==> src/rtl/dac_latch_pkg.sv <==
package dac_latch_pkg;

  // Strobes from the load controller to the channel datapath
  typedef struct packed {
    logic loadTrig;   // copy pending channels on this edge
    logic swPending;  // software load flag state
  } ctrlStrobe_t;

endpackage

==> src/rtl/dac_load_ctrl.sv <==
module dac_load_ctrl
  import dac_latch_pkg::*;
(
  input  logic        clk,
  input  logic        rst_n,
  input  logic        ldacN,
  input  logic        swLoadSet,
  output ctrlStrobe_t strobe
);

  logic swPending;

  // Software flag: armed only while the pin is high, cleared after the
  // cycle in which it caused a load, dropped whenever the pin is low.
  always_ff @(posedge clk) begin
    if (!rst_n) begin
      swPending <= 1'b0;
    end else if (!ldacN) begin
      swPending <= 1'b0;
    end else if (swLoadSet) begin
      swPending <= 1'b1;
    end else begin
      swPending <= 1'b0;
    end
  end

  // A low pin loads on every cycle: the first low cycle is the falling
  // edge event, and later ones give the transparent behaviour.
  always_comb begin
    strobe.loadTrig  = ~ldacN | swPending;
    strobe.swPending = swPending;
  end

endmodule

==> src/rtl/dac_chan_datapath.sv <==
module dac_chan_datapath
  import dac_latch_pkg::*;
#(
  parameter int NUM_CH = 4,
  parameter int DATA_W = 12,
  localparam int CH_W  = (NUM_CH > 1) ? $clog2(NUM_CH) : 1
) (
  input  logic                     clk,
  input  logic                     rst_n,
  input  ctrlStrobe_t              strobe,
  input  logic [NUM_CH-1:0]        wrEn,
  input  logic [NUM_CH*DATA_W-1:0] wrData,
  input  logic                     rdSelLatch,
  input  logic [CH_W-1:0]          rdChan,
  output logic [NUM_CH*DATA_W-1:0] latchOut,
  output logic [NUM_CH-1:0]        updPulse,
  output logic [DATA_W-1:0]        rdData
);

  logic [DATA_W-1:0] inRegArr [NUM_CH];
  logic [DATA_W-1:0] latchArr [NUM_CH];
  logic [NUM_CH-1:0] dirty;

  for (genvar ch = 0; ch < NUM_CH; ch++) begin : g_chan
    logic doLoad;
    assign doLoad = strobe.loadTrig & dirty[ch];

    always_ff @(posedge clk) begin
      if (!rst_n) begin
        inRegArr[ch] <= '0;
        latchArr[ch] <= '0;
        dirty[ch]    <= 1'b0;
        updPulse[ch] <= 1'b0;
      end else begin
        if (wrEn[ch]) begin
          inRegArr[ch] <= wrData[ch*DATA_W +: DATA_W];
        end
        // A write on a load edge re-arms the channel for the next event
        if (wrEn[ch]) begin
          dirty[ch] <= 1'b1;
        end else if (strobe.loadTrig) begin
          dirty[ch] <= 1'b0;
        end
        if (doLoad) begin
          latchArr[ch] <= inRegArr[ch];
        end
        updPulse[ch] <= doLoad;
      end
    end

    assign latchOut[ch*DATA_W +: DATA_W] = latchArr[ch];
  end

  always_comb begin
    rdData = rdSelLatch ? latchArr[rdChan] : inRegArr[rdChan];
  end

endmodule

==> src/rtl/dac_latch_ctrl.sv <==
module dac_latch_ctrl
  import dac_latch_pkg::*;
#(
  parameter int NUM_CH = 4,
  parameter int DATA_W = 12,
  localparam int CH_W  = (NUM_CH > 1) ? $clog2(NUM_CH) : 1
) (
  input  logic                     clk,
  input  logic                     rst_n,
  input  logic [NUM_CH-1:0]        wrEn,
  input  logic [NUM_CH*DATA_W-1:0] wrData,
  input  logic                     ldacN,
  input  logic                     swLoadSet,
  input  logic                     rdSelLatch,
  input  logic [CH_W-1:0]          rdChan,
  output logic [NUM_CH*DATA_W-1:0] latchOut,
  output logic [NUM_CH-1:0]        updPulse,
  output logic                     swLoadPending,
  output logic [DATA_W-1:0]        rdData
);

  ctrlStrobe_t strobe;

  dac_load_ctrl i_ctrl (
    .clk       (clk),
    .rst_n     (rst_n),
    .ldacN     (ldacN),
    .swLoadSet (swLoadSet),
    .strobe    (strobe)
  );

  dac_chan_datapath #(
    .NUM_CH (NUM_CH),
    .DATA_W (DATA_W)
  ) i_dp (
    .clk        (clk),
    .rst_n      (rst_n),
    .strobe     (strobe),
    .wrEn       (wrEn),
    .wrData     (wrData),
    .rdSelLatch (rdSelLatch),
    .rdChan     (rdChan),
    .latchOut   (latchOut),
    .updPulse   (updPulse),
    .rdData     (rdData)
  );

  assign swLoadPending = strobe.swPending;

endmodule

==> config.mk <==
export PLATFORM = sky130hd
export DESIGN_NAME = dac_latch_ctrl
export DESIGN_NICKNAME = d
export VERILOG_FILES = /design/src/rtl/dac_latch_pkg.sv /design/src/rtl/dac_load_ctrl.sv /design/src/rtl/dac_chan_datapath.sv /design/src/rtl/dac_latch_ctrl.sv
export SDC_FILE = /design/constraint.sdc
export NUM_CORES = 1
export LEC_CHECK = 0
export ABC_CLOCK_PERIOD_IN_PS = 1600
export BUFFER_PORTS_ARGS = -buffer_cell sky130_fd_sc_hd__buf_4
export CORE_MARGIN = 2
export CORE_UTILIZATION = 43
export CTS_CLUSTER_DIAMETER = 40
export DETAILED_ROUTE_END_ITERATION = 10
export PLACE_DENSITY = 0.67
export RECOVER_POWER = 50
export SYNTH_ARGS = -nofsm -noshare
export SYNTH_HDL_FRONTEND = slang
export SYNTH_HIERARCHICAL = 1
export SYNTH_SLANG_ARGS = --single-unit
==> constraint.sdc <==
create_clock -name clk -period 1.6 [get_ports clk]
set_input_delay 0.16 -clock clk [delete_from_list [all_inputs] [get_ports clk]]
set_output_delay 0.16 -clock clk [all_outputs]
set_load 0.1 [all_outputs]
### Yosys cells after proc, flatten, opt, wreduce, memory -nomap -nowiden

Memories as Yosys holds them, arrays and structs flattened.
Index checks and enable logic that the tools add are counted.

| operators by class | value |
|---|---|
| multiplexer cells | 40 |
| bitwise operators | 14 |
| reductions and logical operators | 5 |

Operator list:

| operator | number |
|---|---|
| $mux 12 | 9 |
| $mux 1 | 31 |
| $or 1x1->1 | 9 |
| $reduce_bool 2->1 | 4 |
| $and 1x1->1 | 4 |
| $reduce_and 2->1 | 1 |
| $not 1->1 | 1 |

| storage, ports and cells | value |
|---|---|
| register bits | 9 |
| memory bits (writable) | 96 |
| input port bits | 59 |
| output and inout bits | 65 |
| logic and storage cells | 70 |
| memories kept | 2 |

Memory list:

| memory | depth | bits a word | read ports | clocked after Yosys merged registers in | wr ports | line | text |
|---|---|---|---|---|---|---|---|
| i_dp.inRegArr | 4 | 12 | 5 | 0 | 4 | dac_chan_datapath.sv:20 | `logic [DATA_W-1:0] inRegArr [NUM_CH];` |
| i_dp.latchArr | 4 | 12 | 5 | 0 | 4 | dac_chan_datapath.sv:21 | `logic [DATA_W-1:0] latchArr [NUM_CH];` |

### Depth between registers and ports, before layout

Gate-level depths: netlist of the first run.

| logic depth | value |
|---|---|
| depth in word-level cells | 7 |
| depth in mapped cells | 5 |
| gate-level depth less buffers | 3 |

### Hierarchy

The synthesis of the first run kept the hierarchy.

By module, submodules not included:

| module | times used | cells an instance | area each (um^2) | sequential area each (um^2) |
|---|---|---|---|---|
| dac_chan_datapath | 1 | 283 | 4644.5 | 3042.9 |
| dac_load_ctrl | 1 | 4 | 40.0 | 20.0 |

### Worst setup path after synthesis of the first run

No wires, ideal clock.

| path | value |
|---|---|
| path kind | register to output |
| from | mem i_dp.latchArr[2][0] |
| to | out rdData[0] |
| data arrival time | 1.867 ns |
| data required time | 1.440 ns |
| setup slack | -0.427 ns |
| stages on the path, launching flop included | 3 |
| cells stage by stage | edfxtp_1 mux4_1 mux2_2 |

RTL lines:

| what | line | text |
|---|---|---|
| from (decl) | dac_chan_datapath.sv:21 |  |
| to (decl) | dac_latch_ctrl.sv:19 | `output logic [DATA_W-1:0] rdData` |

==> impl_metrics.json, run 1 <==
{
  "clock-skew-final_ps": 11.0,
  "start_kind": "register",
  "dr.first_iter.drc_count": 150,
  "synth_top_area_share_pct": 61.5,
  "cp_max_fo": 2,
  "violations": "negative setup slack",
  "hold_ws_ps": 33.6,
  "diodes": 0,
  "die_y_um": 108,
  "use_met3_pct": 3.19,
  "power_frac_comb_pct": 27.4,
  "dp_hpwl_mm": 8.62,
  "clockPowerShare_pct": 22.5,
  "grt_util_met2_pct": 36.6,
  "place_congestion": 0.807,
  "grt_start_max_net_pins": 39,
  "stdcell_area_mm2": 0.00631,
  "rsz0062_at_grt": "true",
  "clock_sinks": 105,
  "path_clk_slew_ps": 100,
  "vias_per_cell": 5.21,
  "grt_pass1_vias": 3166,
  "max-slew-margin-rel_pct": 52.9,
  "wl_mm": 11.9,
  "fp-row-count": 38,
  "fin_util_pct": 58.7,
  "worstPathArrival_ps": 1770,
  "area_growth_syn_to_layout_pct": 34.6,
  "cts.path.max_buffers": 2,
  "yosys.area.top_type": "edfxtp_1",
  "avgSynthCellArea_um2": 16.3,
  "hold_violations": 0,
  "layout.nets": 505,
  "ys_ff_latch": 105,
  "setup_viol": 12,
  "worstHoldEndpoint": "i_ctrl/swPending",
  "power_mw": 6.60,
  "drc_errors": 0,
  "worst_pin_slew_ps": 706,
  "worst_slack_ps": -325,
  "met1_usage_pct": 26.9,
  "ff2ff_setup_slack_ps": 50,
  "status": "complete, but fails checks",
  "maxClockFrequency_mhz": 519,
  "totalNegativeSetupSlack_ps": -3730,
  "dr.pass1.iters": 4,
  "hp-start": "swLoadSet",
  "fill_cells": 891,
  "port_buffers": 123,
  "start_util_pct": 43.6,
  "hold_depth": 2,
  "cap_violations": 0,
  "multi_input_area_mm2": 0.00147,
  "syn_area_mm2": 0.00468,
  "gr-total-overflow": 0,
  "p_leak_nw": 2.82,
  "worstReg2RegEnd": "i_dp/latchArr[0][10]",
  "rr_worst_depth": 3,
  "ant_nets": 0,
  "critPathKind": "reg -> out",
  "seqPwrFrac_pct": 50.1,
  "slew_violations": 0,
  "busiest_layer": "met2",
  "ir_drop_mv": 0.494,
  "cts_max_level": 3,
  "seq_area_mm2": 0.00306,
  "cts_hold_buffers": 0,
  "antenna_found_initial": 0,
  "rr_startpoint": "i_ctrl/swPending",
  "intPower_mw": 4.39,
  "die_area_mm2": 0.0117,
  "die_w_um": 108,
  "synth.distinct_cells": 15,
  "core_area_mm2": 0.0107,
  "synthTopCellsByArea": "edfxtp_1, mux4_1, and3_1",
  "yosys_warnings": 6,
  "switching_share_pct": 33.5,
  "end_kind": "output port",
  "cts_tree": "done",
  "track_usage_pct": 20.8,
  "yosysSeqAreaShare_pct": 65.4,
  "syn_inst": 287,
  "drive_above_1_share_pct": 48.8,
  "syn_nets": 346,
  "p_switching_mw": 2.21,
  "place_area_mm2": 0.00599,
  "wl_per_cell_um": 20.1,
  "min_path_type": "in -> reg",
  "period_needed_ps": 1930,
  "timing.final.crit_share_pct": 120,
  "cp_data_required_time_ps": 1440,
  "ios": 124,
  "cts_buffers": 9,
  "worst_skew_pair.late_latency_ps": 370,
  "root_buffer": "clkbuf_8",
  "power_density_mw_per_mm2": 1050,
  "grt_pass1_wl_mm": 17.5,
  "vias": 3078
}
[cells in the final DEF (no fill, tap or decap)]
master and n:
edfxtp_1 96, clkbuf_2 25, clkinv_2 2, buf_4 126, mux4_2 24, clkbuf_1 4, o21a_1 4, and3_1 53
nand2b_1 5, inv_6 2, and2_1 48, buf_12 17, mux2_4 12, clkbuf_8 9, clkbuf_4 1, clkinvlp_4 2
dfxtp_1 9, nand2_1 8, nor2b_1 4
[through the flow]
| stage | setup slack (ps) | cells |
|---|---|---|
| floorplan | -324 | 287 |
| global placement | -80.3 | 565 |
| detailed placement | -91.6 | 565 |
| CTS | -353 | 587 |
| global route | -365 | 591 |
| finish | -325 | 591 |
[cell families after synthesis]
logic type | count (synthesis) | synth area share (%)
AOI/OAI and AO/OA | 4 | 0.641
buffers and inverters | 24 | 2.54
DFF | 105 | 65.4
muxes | 36 | 16.1
and+or+nand+nor | 118 | 15.3
[worst max path at each step]
| stage | from | endpoint | slack (ps) | cells after the start |
|---|---|---|---|---|
| after floorplan | i_dp/latchArr[1][0] | rdData[0] | -320 | 2 |
| after global placement | rdChan[0] | rdData[0] | -80 | 5 |
| after detailed placement | rdChan[0] | rdData[0] | -90 | 5 |
| after CTS | i_dp/latchArr[3][0] | rdData[0] | -350 | 3 |
| after global routing | i_dp/latchArr[1][6] | rdData[6] | -370 | 3 |
| final | i_dp/latchArr[3][2] | rdData[2] | -330 | 3 |
[power by group through the flow]
| stage | sequential, mW | clock [mW] | combinational [mW] |
|---|---|---|---|
| 2_1_floorplan | 3.85 | 0 | 0.681 |
| 3_3_place_gp | 3.37 | 0 | 1.67 |
| 3_5_place_dp | 3.37 | 0 | 1.69 |
| 4_1_cts | 3.31 | 1.51 | 1.83 |
| 5_1_grt | 3.33 | 1.61 | 1.88 |
| 6_report | 3.31 | 1.48 | 1.81 |
[critical path, cell delays in order, from the launching register on]
cell,delay (ps)
edfxtp_1,430
mux4_2,490
mux2_4,300
buf_12,170
[registers in the layout (all words and copies together) (netlist names)]
signal,flops
i_dp/latchArr,48
i_ctrl/swPending,1
i_dp/updPulse,4
i_dp/dirty,4
i_dp/inRegArr,48
[timing repair]
| item | 4_1_cts | 5_1_grt |
|---|---|---|
| cloned | 0 | 0 |
| setup buffers | 6 | 4 |
| endpoints found under the hold margin | 0 | 0 |
| gates resized for setup | 36 | 3 |
| endpoints found under the setup margin | 12 | 68 |
[cell type report]
class                   instances  area share (%)
flip-flops and latches        105            48.6
multi-input cells             158            23.3
repair buffers                172            22.7
well taps                     140            2.78
clock buffers                  10            2.02
clock inverters                 6           0.674
[synthesized netlist by cell type]
master and instances:
edfxtp_1 96, and3_1 53, and2_1 48, mux4_1 21
clkbuf_1 18, mux2_2 12, dfxtp_1 9, nand2_1 8
nand2b_1 5, nor2b_1 4, o21a_1 4, buf_6 3
mux4_2 3, buf_2 2, buf_4 1
[routing by layer]
metal | wire, µm | up-vias
met5 | 0 | -
met4 | 164 | 0
met3 | 803 | 14
met2 | 6290 | 127
met1 | 4600 | 1530
li1 | - | 1407
Power figures use the tool's default switching activity.
==> run 2, diff against run 1 <==
- RECOVER_POWER: 50 -> unset
==> impl_metrics.json, run 2 (synthesis gave the netlist of run 1 again) <==
{
  "status": "complete, but fails checks",
  "violations": "negative setup slack",
  "start_util_pct": 43.6,
  "max-slew-margin-rel_pct": 55.0,
  "start_kind": "register",
  "cts_tree": "done",
  "worstReg2RegEnd": "i_dp/latchArr[3][6]",
  "vias_per_cell": 5.20,
  "timing.final.crit_share_pct": 120,
  "worst_slack_ps": -320,
  "busiest_layer": "met2",
  "hold_violations": 0,
  "met1_usage_pct": 26.9,
  "place_congestion": 0.807,
  "dp_hpwl_mm": 8.62,
  "wl_mm": 11.8,
  "use_met3_pct": 3.19,
  "die_y_um": 108,
  "period_needed_ps": 1920,
  "drc_errors": 0,
  "worstPathArrival_ps": 1760,
  "layout.nets": 505,
  "rr_startpoint": "i_ctrl/swPending",
  "rr_worst_depth": 3,
  "cts.path.max_buffers": 2,
  "cap_violations": 0,
  "critPathKind": "reg -> out",
  "cp-startpoint": "i_dp/latchArr[1][11]",
  "reg_top3": "i_dp/inRegArr: 48 flops, i_dp/latchArr: 48 flops",
  "ant_nets": 0,
  "gr-total-overflow": 0,
  "hold_ws_ps": 32.1,
  "cp_data_required_time_ps": 1440,
  "grt_pass1_vias": 3166,
  "place_area_mm2": 0.00599,
  "setup_viol": 12,
  "root_buffer": "clkbuf_8",
  "grt_util_met2_pct": 36.6,
  "worstHoldEndpoint": "i_ctrl/swPending",
  "drive_above_1_share_pct": 50.1,
  "fin_util_pct": 59.4,
  "fp-row-count": 38,
  "clock_sinks": 105,
  "hold_depth": 2,
  "slew_violations": 0,
  "ir_drop_mv": 0.496,
  "hp-start": "swLoadSet",
  "ios": 124,
  "power_density_mw_per_mm2": 1040,
  "grt_pass1_wl_mm": 17.5,
  "core_area_mm2": 0.0107,
  "worst_pin_slew_ps": 675,
  "path_clk_slew_ps": 100,
  "ff2ff_setup_slack_ps": 170,
  "final_common_cell": "buf_4",
  "dr.pass1.iters": 4,
  "track_usage_pct": 20.8,
  "cts_max_level": 3,
  "diodes": 0,
  "final_cell_mix": "buf_4, edfxtp_1, and3_1",
  "area_growth_syn_to_layout_pct": 36.3,
  "antenna_found_initial": 0,
  "min_path_type": "in -> reg",
  "die_w_um": 108,
  "rsz0062_at_grt": "true",
  "port_buffers": 123,
  "cts_buffers": 9,
  "maxClockFrequency_mhz": 521,
  "worst_skew_pair.late_latency_ps": 370,
  "die_area_mm2": 0.0117,
  "grt_start_max_net_pins": 39,
  "cp_max_fo": 2,
  "wl_per_cell_um": 20.0,
  "stdcell_area_mm2": 0.00639,
  "end_kind": "output port",
  "p_leak_nw": 2.85,
  "vias": 3073,
  "fill_cells": 882,
  "dr.first_iter.drc_count": 139,
  "clock-skew-final_ps": 11.5
}
-- run 2: cell types whose count changed in the layout (fill, tap and decap cells not counted), sizes merged --
cell	previous run	this run
clkbuf	39	10
buf	143	172
-- run 2: how the worst max path moves through the flow --
stage | endpoint | slack, ps | cells after the start
after global placement | rdData[0] | -80 | 5
after detailed placement | rdData[0] | -90 | 5
final | rdData[11] | -320 | 3
after global routing | rdData[6] | -370 | 3
after CTS | rdData[0] | -350 | 3
after floorplan | rdData[0] | -320 | 2
-- run 2: worst max-delay path: stages (launching register included) --
cell and delay (ps):
edfxtp_1 440, mux4_2 480, mux2_4 300, buf_12 170
-- run 2: routing by layer --
layer  wire [µm]  vias to the layer above
met5           0                        -
met1        4640                     1540
li1            -                     1405
met4         159                        0
met2        6330                      116
met3         696                       12
-- run 2: final cells by class --
cell class / count / area [µm²] / area share, %
tap: 140 / 175 / 2.74
clock inverter: 6 / 42.5 / 0.666
timing repair buffer: 172 / 1500 / 23.6
multi-input combinational: 158 / 1470 / 23.1
clock buffer: 10 / 128 / 2.00
sequential: 105 / 3060 / 48.0
-- run 2: power by group --
| group | internal, mW | total [mW] | switching, mW |
|---|---|---|---|
| logic | 0.651 | 1.84 | 1.19 |
| registers | 3.19 | 3.31 | 0.113 |
| clock network | 0.573 | 1.48 | 0.903 |
| total | 4.42 | 6.62 | 2.20 |
-- run 2: per-stage QoR --
stage                     setup slack (ps)  TNS, ps  instances  total power, mW
after CTS                             -353    -3880        587             6.65
after global routing                  -365    -4230        591             6.84
after global placement               -80.3     -312        565             5.05
after floorplan                       -324    -3880        287             4.53
after detailed placement             -91.6     -534        565             5.06
final                                 -320    -3710        591             6.62
-- run 2: what timing repair did --
action / 4_1_cts / 5_1_grt
pin swaps: 0 / 0
hold buffers: 0 / 0
endpoints found under the setup margin: 12 / 68
resized for setup: 36 / 3
buffers inserted: 6 / 4
